<file path="config.mk">
export PLATFORM = sky130hd
export DESIGN_NAME = free_run_timer
export DESIGN_NICKNAME = d
export VERILOG_FILES = /design/src/rtl/frt_pkg.sv /design/src/rtl/frt_prescale.sv /design/src/rtl/frt_counter.sv /design/src/rtl/frt_ovf_flag.sv /design/src/rtl/frt_byte_latch.sv /design/src/rtl/free_run_timer.sv
export SDC_FILE = /design/constraint.sdc
export NUM_CORES = 1
export LEC_CHECK = 0
export CAP_MARGIN = 30
export CORE_ASPECT_RATIO = 2
export CORE_MARGIN = 2
export CORE_UTILIZATION = 50
export CTS_CLUSTER_DIAMETER = 50
export CTS_CLUSTER_SIZE = 40
export DETAILED_ROUTE_END_ITERATION = 6
export DONT_BUFFER_PORTS = 1
export GPL_ROUTABILITY_DRIVEN = 0
export PLACE_DENSITY = 0.64
export SYNTH_ARGS = -nofsm -noshare
export SYNTH_HDL_FRONTEND = slang
export SYNTH_SLANG_ARGS = --single-unit
</file>
<file path="constraint.sdc">
create_clock -name clk -period 2.44 [get_ports clk]
set_input_delay 0.366 -clock clk [delete_from_list [all_inputs] [get_ports clk]]
set_output_delay 0.366 -clock clk [all_outputs]
set_load 0.1 [all_outputs]
</file>
<file path="src/rtl/frt_pkg.sv">
package frt_pkg;

    // bus and counter geometry
    parameter int unsigned BUS_W  = 8;
    localparam int unsigned CNT_W = 2 * BUS_W;
    parameter int unsigned PRE_W  = 2;
    parameter int unsigned ADDR_W = 2;

    // register decode
    parameter logic [ADDR_W-1:0] HI_ADDR = ADDR_W'(0);
    parameter logic [ADDR_W-1:0] LO_ADDR = ADDR_W'(1);

    // preset value: all ones with the two lowest bits clear
    localparam logic [CNT_W-1:0] CNT_INIT = {{(CNT_W-2){1'b1}}, 2'b00};

    typedef logic [BUS_W-1:0] byte_t;
    typedef logic [CNT_W-1:0] cnt_t;

    typedef struct packed {
        logic [PRE_W-1:0] phase;
    } pre_st_t;

    typedef struct packed {
        cnt_t value;
    } cnt_st_t;

    typedef struct packed {
        logic armed;
        byte_t held;
    } latch_st_t;

    typedef struct packed {
        logic flag;
    } flag_st_t;

    typedef enum logic [1:0] {
        SEL_NONE = 2'd0,
        SEL_HI   = 2'd1,
        SEL_LO   = 2'd2
    } sel_e;

endpackage

</file>
<file path="src/rtl/frt_prescale.sv">
module frt_prescale
    import frt_pkg::*;
(
    input  logic clk,
    input  logic rst_n,
    output logic tick_o
);

    pre_st_t st_q, st_d;

    localparam logic [PRE_W-1:0] LAST_PHASE = '1;

    always_comb begin
        st_d = st_q;
        st_d.phase = st_q.phase + 1'b1;
    end

    always_ff @(posedge clk or negedge rst_n) begin
        if (!rst_n) begin
            st_q <= '0;
        end else begin
            st_q <= st_d;
        end
    end

    assign tick_o = (st_q.phase == LAST_PHASE);

endmodule

</file>
<file path="src/rtl/frt_counter.sv">
module frt_counter
    import frt_pkg::*;
(
    input  logic clk,
    input  logic rst_n,
    input  logic tick_i,
    output cnt_t cnt_o,
    output logic wrap_o
);

    cnt_st_t st_q, st_d;

    localparam cnt_t CNT_TOP = '1;

    always_comb begin
        st_d = st_q;
        if (tick_i) begin
            st_d.value = st_q.value + 1'b1;
        end
    end

    always_ff @(posedge clk or negedge rst_n) begin
        if (!rst_n) begin
            st_q.value <= CNT_INIT;
        end else begin
            st_q <= st_d;
        end
    end

    assign cnt_o  = st_q.value;
    assign wrap_o = tick_i && (st_q.value == CNT_TOP);


    cnt_hold_chk: assert property (@(posedge clk) disable iff (!rst_n)
        !tick_i |=> $stable(st_q.value));


    cnt_step_chk: assert property (@(posedge clk) disable iff (!rst_n)
        tick_i |=> (st_q.value == CNT_W'($past(st_q.value) + 1'b1)));

endmodule

</file>
<file path="src/rtl/frt_ovf_flag.sv">
module frt_ovf_flag
    import frt_pkg::*;
(
    input  logic clk,
    input  logic rst_n,
    input  logic wrap_i,
    input  logic clr_i,
    input  logic ie_i,
    output logic flag_o,
    output logic irq_o
);

    flag_st_t st_q, st_d;

    always_comb begin
        st_d = st_q;
        if (wrap_i) begin
            st_d.flag = 1'b1;
        end else if (clr_i) begin
            st_d.flag = 1'b0;
        end
    end

    always_ff @(posedge clk or negedge rst_n) begin
        if (!rst_n) begin
            st_q <= '0;
        end else begin
            st_q <= st_d;
        end
    end

    assign flag_o = st_q.flag;
    assign irq_o  = st_q.flag & ie_i;


    ovf_set_chk: assert property (@(posedge clk) disable iff (!rst_n)
        wrap_i |=> st_q.flag);


    ovf_clr_chk: assert property (@(posedge clk) disable iff (!rst_n)
        (!wrap_i && clr_i) |=> !st_q.flag);


    ovf_hold_chk: assert property (@(posedge clk) disable iff (!rst_n)
        (!wrap_i && !clr_i) |=> $stable(st_q.flag));

endmodule

</file>
<file path="src/rtl/frt_byte_latch.sv">
module frt_byte_latch
    import frt_pkg::*;
(
    input  logic  clk,
    input  logic  rst_n,
    input  byte_t live_lo_i,
    input  logic  hi_rd_i,
    input  logic  lo_rd_i,
    output byte_t lo_byte_o
);

    latch_st_t st_q, st_d;

    always_comb begin
        st_d = st_q;
        if (hi_rd_i && !st_q.armed) begin
            st_d.armed = 1'b1;
            st_d.held  = live_lo_i;
        end else if (lo_rd_i) begin
            st_d.armed = 1'b0;
        end
    end

    always_ff @(posedge clk or negedge rst_n) begin
        if (!rst_n) begin
            st_q <= '0;
        end else begin
            st_q <= st_d;
        end
    end

    assign lo_byte_o = st_q.armed ? st_q.held : live_lo_i;


    cap_chk: assert property (@(posedge clk) disable iff (!rst_n)
        (hi_rd_i && !st_q.armed) |=> (st_q.armed && st_q.held == $past(live_lo_i)));


    no_rearm_chk: assert property (@(posedge clk) disable iff (!rst_n)
        (hi_rd_i && st_q.armed) |=> $stable(st_q.held));


    release_chk: assert property (@(posedge clk) disable iff (!rst_n)
        (lo_rd_i && !hi_rd_i) |=> !st_q.armed);


    idle_chk: assert property (@(posedge clk) disable iff (!rst_n)
        (!hi_rd_i && !lo_rd_i) |=> ($stable(st_q.armed) && $stable(st_q.held)));

endmodule

</file>
<file path="src/rtl/free_run_timer.sv">
module free_run_timer
    import frt_pkg::*;
(
    input  logic                            clk,
    input  logic                            rst_n,
    input  logic                            rd_en,
    input  logic [frt_pkg::ADDR_W-1:0]      rd_addr,
    input  logic                            ovf_clr,
    input  logic                            ovf_ie,
    output logic [frt_pkg::BUS_W-1:0]       rd_data,
    output logic                            ovf_flag,
    output logic                            irq
);

    logic  tick;
    logic  wrap;
    cnt_t  cnt;
    byte_t lo_byte;
    sel_e  sel;

    always_comb begin
        sel = SEL_NONE;
        if (rd_en) begin
            if (rd_addr == HI_ADDR) begin
                sel = SEL_HI;
            end else if (rd_addr == LO_ADDR) begin
                sel = SEL_LO;
            end
        end
    end

    frt_prescale u_pre (
        .clk    (clk),
        .rst_n  (rst_n),
        .tick_o (tick)
    );

    frt_counter u_cnt (
        .clk    (clk),
        .rst_n  (rst_n),
        .tick_i (tick),
        .cnt_o  (cnt),
        .wrap_o (wrap)
    );

    frt_ovf_flag u_flag (
        .clk    (clk),
        .rst_n  (rst_n),
        .wrap_i (wrap),
        .clr_i  (ovf_clr),
        .ie_i   (ovf_ie),
        .flag_o (ovf_flag),
        .irq_o  (irq)
    );

    frt_byte_latch u_lat (
        .clk       (clk),
        .rst_n     (rst_n),
        .live_lo_i (cnt[BUS_W-1:0]),
        .hi_rd_i   (sel == SEL_HI),
        .lo_rd_i   (sel == SEL_LO),
        .lo_byte_o (lo_byte)
    );

    always_comb begin
        unique case (sel)
            SEL_HI:  rd_data = cnt[CNT_W-1:BUS_W];
            SEL_LO:  rd_data = lo_byte;
            default: rd_data = '0;
        endcase
    end


    wrap_zero_chk: assert property (@(posedge clk) disable iff (!rst_n)
        $rose(ovf_flag) |-> (cnt == '0));


    irq_gate_chk: assert property (@(posedge clk) disable iff (!rst_n)
        irq |-> (ovf_flag && ovf_ie));

endmodule

</file>
==> flow_metrics.tcl <==
set metrics [dict create \
    h-tree-depth 1 \
    period_share_pct 78.9 \
    ir_drop_mv 0.452 \
    clk_latency_ps 270 \
    dieArea_mm2 0.00318 \
    numPortBuffers 0 \
    end_kind "output pin" \
    grt_pass1_vias 943 \
    area_growth_pct 14.5 \
    core_area_mm2 0.00257 \
    synth_fp_nets 126 \
    fin_cells 158 \
    tightest_slew_ps 535 \
    avgSynthCellArea_um2 11.6 \
    async_reset_ff_share_pct 100 \
    via_per_inst 5.51 \
    synthesis.area_mm2 0.00136 \
    path_max_fanout 10 \
    drtAntennaViolNets 0 \
    via_count 871 \
    min_period_ps 1930 \
    cts.clk_slew.worst_paths_ps 100 \
    design_area_mm2 0.00156 \
    rr_worst_depth 5 \
    synth_edf_count 0 \
    grt_start_max_net_pins 29 \
    rows 26 \
    start_util_pct 52.9 \
    hold_path_class "primary input to flop" \
    synthFlopType "dfstp_2" \
    ys_seq_elements 28 \
    drt_iter0_drc 12 \
    syn_inst 117 \
    cts_buffers 3 \
    crit_path_start_kind "flop" \
    reg2reg_to "u_cnt.cnt_o[13]$_DFFE_PN1P_" \
    cts.hold.buffers_added 2 \
    place_area_mm2 0.00147 \
    cap_violations 0 \
    powerDensity_mw_per_mm2 563 \
    yosysSeqAreaShare_pct 52.9 \
    drt-pass1-iter-count 2 \
    dp_cells 152 \
    cp_data_arrival_time_ps 1560 \
    status "finished, final reports clean" \
    synth.distinct_cells 28 \
    nets 140 \
    cp_cell_sequence "mux2i_1 > o21ai_2 > buf_4" \
    max_slew_margin_pct 64.2 \
    cts_resized 0 \
    min_from "ovf_clr" \
    slowest_stage "dfrtp_1" \
    worstHoldEndpoint "u_flag.flag_o$_DFFE_PN0P_" \
    wl_per_cell_um 15.6 \
    fmax_mhz 519 \
    grt_use_total_pct 18.2 \
    design.portCount 17 \
    ctsRootBufferMaster "clkbuf_8" \
    grt_remaining_overflow 0 \
    antenna_found_initial 0 \
    drive_gt1_share_pct 38.5 \
    r2r_start "u_pre.st_q[0]$_DFF_PN0_" \
    die_x_um 40.9 \
    crit_required_ps 2070 \
    leakage_nw 0.680 \
    setup_viol 0 \
    dp_hpwl_um 1910 \
    ys_warn_count 0 \
    final_core_util_pct 60.6 \
    slowest_delay_ps 670 \
    cts_setup_buffers 0 \
    slew_violations 0 \
    drc_errors 0 \
    cts_tree "done" \
    cts_sinks 28 \
    die_height_um 77.7 \
    worstHoldPathCells 1 \
    rsz0062_at_grt "false" \
    routed_wl_um 2470 \
    antenna_cells 0 \
    crit_type "flop to output pin" \
    clockBufferDepth 2 \
    fin_skew_ps 8.29 \
    r2r_slack_ps 780 \
    grt_pass1_wl_um 4030 \
    timing.final.hold_violations 0 \
]
## through the flow
step	hold WS, ps	power (mW)	setup TNS [ps]	setup slack (ps)
detailed placement	71.0	0.591	0	525
floorplan	70.4	0.573	-5560	-695
global route	187	0.915	0	397
global placement	71.0	0.587	0	554
finish	195	0.877	0	514
CTS	191	0.885	0	508
## critical path, delay by kind of cell (launching register included)
family                 cells  cell delay, ps
AOI/OAI and AO/OA          1             140
buffers and inverters      1             310
DFF                        1             670
muxes                      1             170
## state kept, by name, indices dropped and copies added, names as in the netlist
| register | count |
|---|---|
| u_pre.st_q | 2 |
| u_cnt.cnt_o | 16 |
| u_lat.st_q | 9 |
| u_flag.flag_o | 1 |
## cells in the final DEF, fill, tap and decap left out, types with 2 or more instances in the layout
cell type and count:
nand2_1 17, nand3_1 2, dfstp_2 14, ha_1 2, mux2i_1 8, xnor2_1 10, nand4_1 4, nor2_1 4
xor2_1 5, clkbuf_8 4, inv_1 4, o21ai_2 8, nor3_1 2, dfrtp_1 14, buf_4 10, mux2_2 8
## synth_stat cells (2+ instances only)
master	n	area [um2]
buf_6	2	22.5
dfrtp_1	14	350
dfstp_2	14	368
ha_1	2	25.0
inv_1	4	15.0
mux2_2	8	90.1
mux2i_1	8	80.1
nand2_1	17	63.8
nand3_1	2	10.0
nand4_1	4	25.0
nor2_1	4	15.0
nor3_1	2	10.0
o21ai_0	8	40.0
xnor2_1	10	87.6
xor2_1	5	43.8
## worst max path at each step
stage,startpoint,endpoint,slack [ps],cells past startpoint
floorplan,rd_en,rd_data[0],-700,3
global placement,rd_en,rd_data[5],550,5
detailed placement,rd_en,rd_data[5],530,5
CTS,u_lat.st_q[8]$_DFFE_PN0P_,rd_data[1],510,3
global route,u_lat.st_q[8]$_DFFE_PN0P_,rd_data[7],400,3
finish,u_lat.st_q[8]$_DFFE_PN0P_,rd_data[1],510,3
## metal layers
layer	track usage [%]	vias to the layer above	routed length (um)	share of wire (%)
li1	-	419	-	-
met2	33.8	10	1450	59
met1	18.2	440	941	38
met3	0.857	2	45	1.8
met5	0	-	0	0
met4	8.00	0	29	1.2
## report_power, final
part	internal, mW	switching (mW)
Sequential	0.485	0.0184
Clock	0.144	0.138
Combinational	0.0385	0.0532
## cell type report
cell class | instances | area, um2
sequential | 28 | 718
timing repair buffer | 12 | 105
clock buffer | 4 | 55.1
multi-input combinational | 82 | 628
fill | 218 | 1010
tap | 28 | 35.0
inverter | 4 | 15.0
## cells by family after synthesis
logic type / count (synthesis) / synth area share, %
XOR/XNOR: 15 / 9.67
multiplexers: 17 / 13.4
adder cells (fa/ha/maj): 2 / 1.84
AND/OR/NAND/NOR: 38 / 15.2
flip-flops: 28 / 52.9
buffers and inverters: 7 / 3.13
AO/OA/AOI/OAI: 10 / 3.96
Note: power is estimated with default switching activity, not from simulation.
